--- src/rtl/glitch_filter_pkg.sv ---
package glitch_filter_pkg;
    localparam int LINES_PER_PORT = 8;
    localparam int IVL_W          = 20;
    localparam int DATA_W         = 32;
    localparam int ADDR_IVL       = 0;
    localparam int ADDR_MASK_BASE = 1;
    typedef logic [IVL_W-1:0] ivl_t;
endpackage

--- src/rtl/gf_tick_gen.sv ---
module gf_tick_gen #(
    parameter int TICK_CYC = 25
) (
    input  logic clk,
    input  logic rst_n,
    output logic tick
);
    localparam int CW = (TICK_CYC > 1) ? $clog2(TICK_CYC) : 1;
    localparam logic [CW-1:0] LAST = CW'(TICK_CYC - 1);

    typedef struct packed {
        logic [CW-1:0] cnt;
    } st_t;

    st_t st_d, st_q;

    always_comb begin
        st_d = st_q;
        if (st_q.cnt == LAST) st_d.cnt = '0;
        else                  st_d.cnt = st_q.cnt + 1'b1;
        tick = (st_q.cnt == LAST);
    end

    always_ff @(posedge clk) begin
        if (!rst_n) st_q <= '0;
        else        st_q <= st_d;
    end
endmodule

--- src/rtl/gf_regs.sv ---
module gf_regs
    import glitch_filter_pkg::*;
#(
    parameter int NUM_PORTS = 2,
    parameter int ADDR_W    = 8
) (
    input  logic                              clk,
    input  logic                              rst_n,
    input  logic                              wr_en,
    input  logic [ADDR_W-1:0]                 wr_addr,
    input  logic [DATA_W-1:0]                 wr_data,
    output ivl_t                              interval,
    output logic [NUM_PORTS*LINES_PER_PORT-1:0] mask
);
    localparam int NL = NUM_PORTS * LINES_PER_PORT;

    typedef struct packed {
        ivl_t          ivl;
        logic [NL-1:0] msk;
    } st_t;

    st_t st_d, st_q;
    logic unused_hi;

    assign unused_hi = ^wr_data[DATA_W-1:IVL_W];

    always_comb begin
        st_d = st_q;
        if (wr_en) begin
            if (wr_addr == ADDR_W'(ADDR_IVL))
                st_d.ivl = wr_data[IVL_W-1:0];
            for (int p = 0; p < NUM_PORTS; p++) begin
                if (wr_addr == ADDR_W'(ADDR_MASK_BASE + p))
                    st_d.msk[p*LINES_PER_PORT +: LINES_PER_PORT] = wr_data[LINES_PER_PORT-1:0];
            end
        end
    end

    always_ff @(posedge clk) begin
        if (!rst_n) st_q <= '0;
        else        st_q <= st_d;
    end

    assign interval = st_q.ivl;
    assign mask     = st_q.msk;
endmodule

--- src/rtl/gf_line_cell.sv ---
module gf_line_cell
    import glitch_filter_pkg::*;
(
    input  logic clk,
    input  logic rst_n,
    input  logic tick,
    input  logic enable,
    input  ivl_t interval,
    input  logic raw,
    output logic filt
);
    typedef struct packed {
        logic lvl;
        ivl_t cnt;
    } st_t;

    st_t  st_d, st_q;
    logic pass;

    always_comb begin
        st_d = st_q;
        pass = !enable || (interval == '0);
        if (pass) begin
            st_d.lvl = raw;
            st_d.cnt = '0;
        end else if (raw == st_q.lvl) begin
            st_d.cnt = '0;
        end else if (tick) begin
            if (({1'b0, st_q.cnt} + 1'b1) >= {1'b0, interval}) begin
                st_d.lvl = raw;
                st_d.cnt = '0;
            end else begin
                st_d.cnt = st_q.cnt + 1'b1;
            end
        end
        filt = pass ? raw : st_q.lvl;
    end

    always_ff @(posedge clk) begin
        if (!rst_n) st_q <= '0;
        else        st_q <= st_d;
    end
endmodule

--- src/rtl/glitch_filter.sv ---
module glitch_filter
    import glitch_filter_pkg::*;
#(
    parameter int NUM_PORTS = 2,
    parameter int ADDR_W    = 8,
    parameter int CLK_HZ    = 125_000_000,
    parameter int TICK_HZ   = 5_000_000
) (
    input  logic                                clk,
    input  logic                                rst_n,
    input  logic                                wr_en,
    input  logic [ADDR_W-1:0]                   wr_addr,
    input  logic [31:0]                         wr_data,
    input  logic [NUM_PORTS*LINES_PER_PORT-1:0] raw_in,
    output logic [NUM_PORTS*LINES_PER_PORT-1:0] filt_out
);
    localparam int NL       = NUM_PORTS * LINES_PER_PORT;
    localparam int TICK_CYC = (CLK_HZ / TICK_HZ > 0) ? CLK_HZ / TICK_HZ : 1;

    logic          tick;
    ivl_t          interval;
    logic [NL-1:0] mask;

    gf_tick_gen #(.TICK_CYC(TICK_CYC)) u_tick (
        .clk  (clk),
        .rst_n(rst_n),
        .tick (tick)
    );

    gf_regs #(.NUM_PORTS(NUM_PORTS), .ADDR_W(ADDR_W)) u_regs (
        .clk     (clk),
        .rst_n   (rst_n),
        .wr_en   (wr_en),
        .wr_addr (wr_addr),
        .wr_data (wr_data),
        .interval(interval),
        .mask    (mask)
    );

    for (genvar i = 0; i < NL; i++) begin : g_line
        gf_line_cell u_cell (
            .clk     (clk),
            .rst_n   (rst_n),
            .tick    (tick),
            .enable  (mask[i]),
            .interval(interval),
            .raw     (raw_in[i]),
            .filt    (filt_out[i])
        );
    end
endmodule

--- config.mk ---
export PLATFORM = sky130hd
export DESIGN_NAME = glitch_filter
export DESIGN_NICKNAME = d
export VERILOG_FILES = /design/src/rtl/glitch_filter_pkg.sv /design/src/rtl/gf_tick_gen.sv /design/src/rtl/gf_regs.sv /design/src/rtl/gf_line_cell.sv /design/src/rtl/glitch_filter.sv
export SDC_FILE = /design/constraint.sdc
export NUM_CORES = 1
export LEC_CHECK = 0
export BUFFER_PORTS_ARGS = -buffer_cell sky130_fd_sc_hd__buf_2
export CORE_MARGIN = 2
export CORE_UTILIZATION = 58
export DETAILED_ROUTE_END_ITERATION = 12
export GPL_ROUTABILITY_DRIVEN = 1
export PLACE_DENSITY = 0.87
export SLEW_MARGIN = 20
export SYNTH_ARGS = -nofsm -noshare
export SYNTH_HDL_FRONTEND = slang
export SYNTH_SLANG_ARGS = --single-unit
--- constraint.sdc ---
create_clock -name clk -period 3.75 [get_ports clk]
set_input_delay 0.1875 -clock clk [delete_from_list [all_inputs] [get_ports clk]]
set_output_delay 0.1875 -clock clk [all_outputs]
set_load 0.02 [all_outputs]
After elaboration in Yosys (flattened, before gate mapping)
Cells that the tools add are included.
- add/subtract/negate cells: 33
- $mul: 0
- div/mod/pow operators: 0
- $lt $le $gt $ge: 16
- equal/unequal tests: 35
- shift operators: 0
- multiplexer cells: 112
- bitwise logic cells: 1
- reductions and logical operators: 102
- operators with widths (kind ; count):
    $mux W21 ; 32
    $mux W20 ; 32
    $add A20 B1 Y21 const B ; 16
    $ge A21 B20 Y1 ; 16
    $add A20 B1 Y20 const B ; 16
    $reduce_bool A2 Y1 ; 32
    $mux W1 ; 48
    $reduce_and A3 Y1 ; 16
    $reduce_or A3 Y1 ; 16
    $ne A2 B1 Y1 const B ; 16
    $logic_not A20 Y1 ; 1
    $eq A1 B1 Y1 ; 16
    $logic_not A1 Y1 ; 16
    $logic_or A1 B1 Y1 ; 16
    $eq A8 B1 Y1 const B ; 1
    $eq A8 B2 Y1 const B ; 1
    $logic_not A8 Y1 ; 1
    $reduce_and A2 Y1 ; 3
    $add A5 B1 Y5 const B ; 1
    $eq A5 B5 Y1 const B ; 1
    $reduce_or A2 Y1 ; 1
    $not A1 Y1 ; 1
- register bits: 377
- bits in latches: 0
- memory bits (writable): 0
- bits in read-only memories: 0
- output and inout bits: 16
- logic and storage cells: 335
- memories: 0

Depth between registers and ports, before layout
Gate-level depths: netlist of the first run.
- depth after elaboration: 6
- gate-level depth with buffers: 17
- gate-level depth less buffers: 14

Cells and area by module
Synthesis of the first run repeated with hierarchy kept, for this count alone.
- cell total of the unflattened synthesis: 4594
- area total of the unflattened synthesis: 35366.4 µm²
- by module, submodules not included (module ; times used ; cells an instance ; area an instance (µm²)):
    gf_line_cell (g_line[14].u_cell ...) ; 11 ; 282 ; 2128.3
    gf_line_cell (g_line[0].u_cell ...) ; 5 ; 265 ; 2054.5
    gf_regs ; 1 ; 144 ; 1408.9
    gf_tick_gen ; 1 ; 23 ; 274.0

Worst setup path before layout of the first run
Ideal clock, no wire load.
- path type: register -> register
- from: register g_line[12].u_cell.st_q[0] in the netlist's numbering
- to: register g_line[12].u_cell.st_q[18] in the netlist's numbering
- setup time: 0.070 ns
- data arrival time: 3.498 ns
- required time: 3.680 ns
- slack: 0.182 ns
- stages on the path, launching flop included: 17
- period minus slack after synthesis: 3.568 ns
- path through: dfxtp_1 ha_1 nand3_1 nor3_1 nand3_1 nor2_1 xor2_1 ha_1 a21oi_1 o21ai_0 a221oi_1 o221a_2 and2_1 clkbuf_1 clkbuf_1 nand3_1 a21oi_1
- longest elaborated chain between the ends: 3
- elaborated cells on any way between the ends: 4
- classes of those cells: add/sub (2); order compare (1); mux (1)
- RTL lines (what ; line ; RTL):
    start, declared ; gf_line_cell.sv:17 ; st_t st_d, st_q;
    start signal, assigned ; gf_line_cell.sv:41 ; else st_q <= st_d;
    $add A20 B1 Y21 ; gf_line_cell.sv:29 ; if (({1'b0, st_q.cnt} + 1'b1) >= {1'b0, interval}) begin
    $ge A21 B20 Y1 ; gf_line_cell.sv:29 ;
    $mux W20 (*) ; gf_line_cell.sv:29 ;
Mark *: on every way between the ends. The rest lies on a longest branch, timed or not.
A chain may end at the register's enable or synchronous reset.

Worst setup path in the final report of the first run
- from: register g_line[11].u_cell.st_q[1] in the netlist's numbering
- to: register g_line[11].u_cell.st_q[7] in the netlist's numbering
- longest elaborated chain between the ends: 3
- elaborated cells on any way between the ends: 4
- classes of those cells: add/sub (2); order compare (1); mux (1)
- RTL lines (what ; line):
    start, declared ; gf_line_cell.sv:17
    start signal, assigned ; gf_line_cell.sv:41
    $add A20 B1 Y21 ; gf_line_cell.sv:29
    $ge A21 B20 Y1 ; gf_line_cell.sv:29
    $mux W20 (*) ; gf_line_cell.sv:29
Marks and branches as above.

==> flow_summary.yaml, run 1 <==
run_status:
  outcome: "complete, no violations"
timing:
  rsz0062_at_grt: "yes"
  fin_setup_tns_ps: 0
  max_freq_mhz: 275
  max_slew_margin: 0.347
  worst_pin_slew_ps: 979
  min_period_over_period: 0.969
  setup_viol: 0
  final-max-slew-violation-count: 0
  period_needed_ps: 3630
  hold_slack_ps: 11.8
  finalHoldViolations: 0
  final.setup_skew_ps: 25.0
synthesis:
  synth_simple_gate_area_share: 0.293
  synth_area_per_cell_sq_um: 7.71
  synth_xor_area_frac: 0.0954
  yosysTopAreaCellShare: 0.261
  yosysSeqAreaShare: 0.261
  yosys.area.top_type: "dfxtp_1"
  yosys_most_used_dff: "dfxtp_1"
  ys_types: 80
  yosys-mux-area-fraction: 0.0155
  synth-compound-area-share: 0.150
  async_flop_share: 0
  synth_cells: 3754
  synthAdderAreaFrac: 0.146
  ys_ff_latch: 377
  synth_enable_flop_cells: 0
  ys_top_cells_by_area: "dfxtp_1, ha_1, nand3_1, xnor2_1, nand2_1"
  synth_most_common_cell: "nand2_1"
  ys_top_cells_by_count: "nand2_1, nand3_1, dfxtp_1"
  synth_top_family_by_area: "simple AND/OR/NAND/NOR gates"
  syn_area_sq_um: 28900
  syn_nets: 4151
  yosysWarnings: 0
cells_and_area:
  final_cells: 4562
  area_delta_synth_final_pct: 13.4
  layout.nets: 4261
  drive_gt1_frac: 0.123
  design_area_sq_um: 32800
  fill_cells: 3815
floorplanning:
  rows: 81
  start_util: 0.590
  pin_count: 75
  die_x_um: 227
  die_area_sq_um: 51700
  die_h_um: 227
  core_sq_um: 49100
hold_path:
  min_path_type: "in2reg"
route:
  wl_um: 83800
  drc: 0
  vias_per_cell: 6.36
  dr.pass1.iters: 9
  ant_nets: 0
  wl_per_cell_um: 18.4
  via_count: 29000
  drtIter0Drc: 2717
global_route:
  antenna_found_initial: 1
  grt_pass1_vias: 26768
  grt_pass1_wl_um: 134000
  grt-ovfl-total: 0
  grtUsageTotal: 0.317
  grt_max_degree: 163
power:
  internal_power_uw: 6830
  switchingPower_uw: 2020
  pwr_density_cell_nw_per_um2: 270
  swShare: 0.229
  pwr-share-comb: 0.028
  p_leak_uw: 0.0133
  p_clk_frac: 0.517
  pwr-share-seq: 0.455
  peakVddDrop_mv: 0.305
critical_path:
  crit_path_start_kind: "flip-flop"
  endpoint_kind: "flip-flop"
  cp.arrival_ps: 4110
  critical_path.max_fanout: 10
  path_class: "reg2reg"
  required_ps: 4220
placed_design:
  postPlaceCellArea_sq_um: 30600
  io_buffers: 62
  gp_congestion: 0.934
  dpl.cell_count: 4440
  hpwl_um: 56200
clocking:
  h-tree-depth: 2
  clock-root-buffer: "clkbuf_16"
  clkTransAtPathRegs_ps: 60
  cts_tree: "done"
  clock_latency_ps: 600
  numCtsBuffers: 44
  clkSinkCount: 377
  clk_path_buf_depth: 3
run:
  maxCapViolations: 0
==> cells in the final DEF, fill, tap and decap left out, types with 21 or more instances in the layout <==
cell type / n
clkbuf_16: 45
buf_4: 183
and3_1: 91
nor4_1: 47
a211oi_1: 26
nand3_1: 394
inv_1: 57
a31o_2: 34
a21o_1: 47
or2_2: 21
nand4_1: 123
and4_1: 29
a21oi_1: 326
dlygate4sd3_1: 36
dfxtp_1: 368
xor2_1: 111
ha_1: 333
nand3b_1: 27
or3_1: 27
nor3_1: 87
nor2_1: 212
nand2_1: 465
mux2i_1: 28
or4_1: 23
xnor2_1: 203
buf_2: 63
and2_1: 23
o21ai_0: 135
==> per-stage QoR <==
| stage | setup slack [ps] | utilization | power (uW) |
|---|---|---|---|
| floorplan | 182 | - | 4230 |
| global placement | 163 | 0.625 | 4320 |
| detailed placement | 76.7 | 0.625 | 4320 |
| CTS | 14.8 | 0.663 | 8870 |
| global route | -58.7 | 0.669 | 9040 |
| finish | 116 | 0.669 | 8850 |
==> final cells by class <==
class / instances / area [sq um] / area share
multi-input cells: 3093 / 20500 / 0.625
clock buffers: 60 / 1260 / 0.0385
well taps: 664 / 831 / 0.0253
inverters: 58 / 218 / 0.00663
repair buffers: 290 / 2200 / 0.0671
diodes: 1 / 2.50 / 0.0000762
clock inverters: 19 / 241 / 0.00736
flip-flops and latches: 377 / 7560 / 0.230
==> path summary, 6_finish.rpt <==
path,from,end,slack [ps],cells past startpoint
setup reg to reg,g_line[11].u_cell.st_q[1],g_line[11].u_cell.st_q[7],120,12
hold / removal,raw_in[15],g_line[15].u_cell.st_q[20],10,4
hold reg to reg,u_tick.st_q[0],u_tick.st_q[0],470,1
setup / recovery,g_line[11].u_cell.st_q[1],g_line[11].u_cell.st_q[7],120,12
==> flip-flops by register name (all words and copies together), names as in the netlist <==
signal / cells
g_line.u_cell.st_q: 336
u_regs.interval: 20
u_regs.mask: 16
u_tick.st_q: 5
==> worst max-delay path: stages (launching register included) <==
cell and delay, ps:
dfxtp_1 370, ha_1 200, nand4_1 230, or4_4 650
nand2b_1 180, xnor2_1 150, ha_1 300, nand3_1 160
or4_1 670, nand3_4 190, buf_12 140, a211oi_1 50
a31o_2 220
==> routing by layer <==
metal  wire length [um]  vias to the layer above  global-route usage  share of wire
met4               4170                        0               0.151          0.050
met5                  0                        -                   0              0
li1                   -                    13872                   -              -
met3               7850                      274              0.0469          0.094
met2              37400                     1286               0.508           0.45
met1              34400                    13568               0.418           0.41
==> power by group through the flow <==
stage                     clock network [uW]  logic, uW  registers, uW
after floorplan                            0        119           4110
after global placement                     0        203           4120
after CTS                               4600        237           4030
final                                   4570        248           4030
after detailed placement                   0        207           4120
after global routing                    4750        264           4030
==> what timing repair did <==
| item | 4_1_cts | 5_1_grt |
|---|---|---|
| endpoints found under the hold margin | 53 | 0 |
| endpoints found under the setup margin | 0 | 247 |
| resized for setup | 0 | 69 |
| setup buffers | 0 | 5 |
| hold buffers | 36 | 0 |
==> cell families after synthesis <==
logic type | after synthesis
simple gates | 1684
compound gates | 713
flops | 377
fa+ha+maj | 338
xor+xnor | 315
buf+inv | 284
mux | 43
Power figures use the tool's default switching activity.
==> run 2, diff against run 1 <==
--- a/config.mk
+++ b/config.mk
@@ -6,8 +6,10 @@
 export NUM_CORES = 1
 export LEC_CHECK = 0
 export BUFFER_PORTS_ARGS = -buffer_cell sky130_fd_sc_hd__buf_2
+export CELL_PAD_IN_SITES_DETAIL_PLACEMENT = 1
+export CELL_PAD_IN_SITES_GLOBAL_PLACEMENT = 1
 export CORE_MARGIN = 2
-export CORE_UTILIZATION = 58
+export CORE_UTILIZATION = 44
 export DETAILED_ROUTE_END_ITERATION = 12
 export GPL_ROUTABILITY_DRIVEN = 1
 export PLACE_DENSITY = 0.87
==> flow_summary.yaml, run 2 (synthesis gave the netlist of run 1 again) <==
clocking:
  clkTransAtPathRegs_ps: 70
  clock-root-buffer: "clkbuf_16"
  cts_tree: "done"
  numCtsBuffers: 47
  clkSinkCount: 377
  clk_path_buf_depth: 3
  clock_latency_ps: 610
  h-tree-depth: 2
route:
  vias_per_cell: 6.28
  drtIter0Drc: 1981
  wl_per_cell_um: 22.1
  wl_um: 106000
  dr.pass1.iters: 5
  drc: 0
  via_count: 30058
  ant_nets: 0
cells_and_area:
  layout.nets: 4286
  largest_reg_flops: 336
  regMostFlops: "g_line.u_cell.st_q"
  area_delta_synth_final_pct: 16.0
  multi_input_area_sq_um: 20600
  drive_gt1_frac: 0.137
  fill_cells: 7984
  mostFrequentLayoutCells: "nand2_1, nand3_1, dfxtp_1"
  final_common_cell: "nand2_1"
  regArea_sq_um: 7570
  antenna_cells: 0
power:
  peakVddDrop_mv: 0.259
  p_leak_uw: 0.0135
  pwr_density_cell_nw_per_um2: 274
floorplanning:
  die_area_sq_um: 67800
  die_x_um: 260
  rows: 94
  core_sq_um: 65400
  die_h_um: 260
  start_util: 0.442
  pin_count: 75
run:
  maxCapViolations: 0
critical_path:
  critical_path.max_fanout: 7
  rr_startpoint: "g_line[15].u_cell.st_q[0]"
  r2r_end: "g_line[15].u_cell.st_q[17]"
  cp.arrival_ps: 4270
  crit_path_start_kind: "flip-flop"
  r2r_cells: 16
  path_class: "reg2reg"
  endpoint_kind: "flip-flop"
  required_ps: 4270
  reg2reg_slack_ps: 3
hold_path:
  holdPathStages: 4
  min_from: "wr_addr[1]"
  whs_endpoint: "u_regs.interval[14]"
  min_path_type: "in2reg"
global_route:
  grtUsageTotal: 0.297
  grt-ovfl-total: 0
  grt_pass1_vias: 30803
  antenna_found_initial: 2
  grt_pass1_wl_um: 163000
  grt_max_degree: 98
timing:
  finalHoldViolations: 0
  setup_viol: 0
  worst_pin_slew_ps: 1050
  fin_setup_tns_ps: 0
  min_period_over_period: 0.999
  hold_slack_ps: 12.1
  final-max-slew-violation-count: 0
  max_freq_mhz: 267
  period_needed_ps: 3750
  max_slew_margin: 0.293
  final.setup_skew_ps: 29.4
placed_design:
  io_buffers: 62
  hpwl_um: 70700
  gp_congestion: 0.855
run_status:
  outcome: "complete, no violations"
## run 2: changes by cell type in the layout (fill, tap and decap cells not counted), sizes merged, moves of 2 or more
cell	before	now
buf	254	278
dlygate4sd3	36	33
clkbuf	60	67
clkinvlp	4	2
## run 2: final cells by class
| class | count | area share |
|---|---|---|
| Sequential cell | 377 | 0.226 |
| Clock inverter | 16 | 0.00701 |
| Multi-Input combinational cell | 3093 | 0.615 |
| Timing Repair Buffer | 312 | 0.0721 |
| Clock buffer | 67 | 0.0412 |
| Tap cell | 864 | 0.0322 |
| Inverter | 58 | 0.00649 |
## run 2: report_power, final
group,leakage (uW),internal (uW),switching (uW),total [uW]
Combinational,0.00967,106,157,264
Sequential,0.00305,4020,12.0,4030
Clock,0.000794,2910,2000,4910
Total,0.0135,7040,2170,9210
## run 2: worst max path at each step
stage / slack, ps / end / start
after global routing: -170 / g_line[15].u_cell.st_q[16] / g_line[15].u_cell.st_q[0]
after detailed placement: 20 / g_line[9].u_cell.st_q[12] / g_line[9].u_cell.st_q[1]
final: 3 / g_line[15].u_cell.st_q[17] / g_line[15].u_cell.st_q[0]
after CTS: 30 / g_line[4].u_cell.st_q[14] / g_line[4].u_cell.st_q[0]
after global placement: 90 / g_line[11].u_cell.st_q[12] / g_line[11].u_cell.st_q[1]
after floorplan: 180 / g_line[12].u_cell.st_q[18] / g_line[12].u_cell.st_q[0]
## run 2: through the flow
stage	instance area [sq um]	setup WS [ps]	total power, uW	utilization	std cells
after floorplan	28900	182	4230	-	3754
after global placement	31100	86.4	4330	0.475	4658
after detailed placement	31100	22.0	4340	0.475	4658
after CTS	33100	29.2	9230	0.506	4774
after global routing	33600	-165	9420	0.513	4787
final	33600	2.91	9210	0.513	4787
## run 2: critical path, stage by stage, from the launching register on
cell      delay (ps)
dfxtp_2          380
ha_1             210
nand3_1          160
nor3_1           260
buf_4            170
nand2_1          120
nor3_2           240
xor2_1           260
ha_1             300
a21oi_1          130
o21ai_0          140
a221oi_2         340
o31ai_1          170
nor2_1           240
buf_4            200
nand3_1          120
a21oi_1          220
## run 2: per-layer routing
layer  wire (um)  GRT usage  part of all wire  vias to the layer above
li1            -          -                 -                    13907
met1       43600      0.365              0.41                    14777
met2       49300      0.506              0.47                     1016
met3        7140     0.0490             0.068                      354
met4        5490      0.140             0.052                        4
met5          18          0           0.00017                        -
## run 2: repair_timing
item                                    CTS  global route
cloned                                    0             1
pin swaps                                 0            23
gates resized for setup                  11            95
setup buffers                             0            12
hold endpoints to repair                 47             0
hold buffers                             33             0
endpoints found under the setup margin   41           245
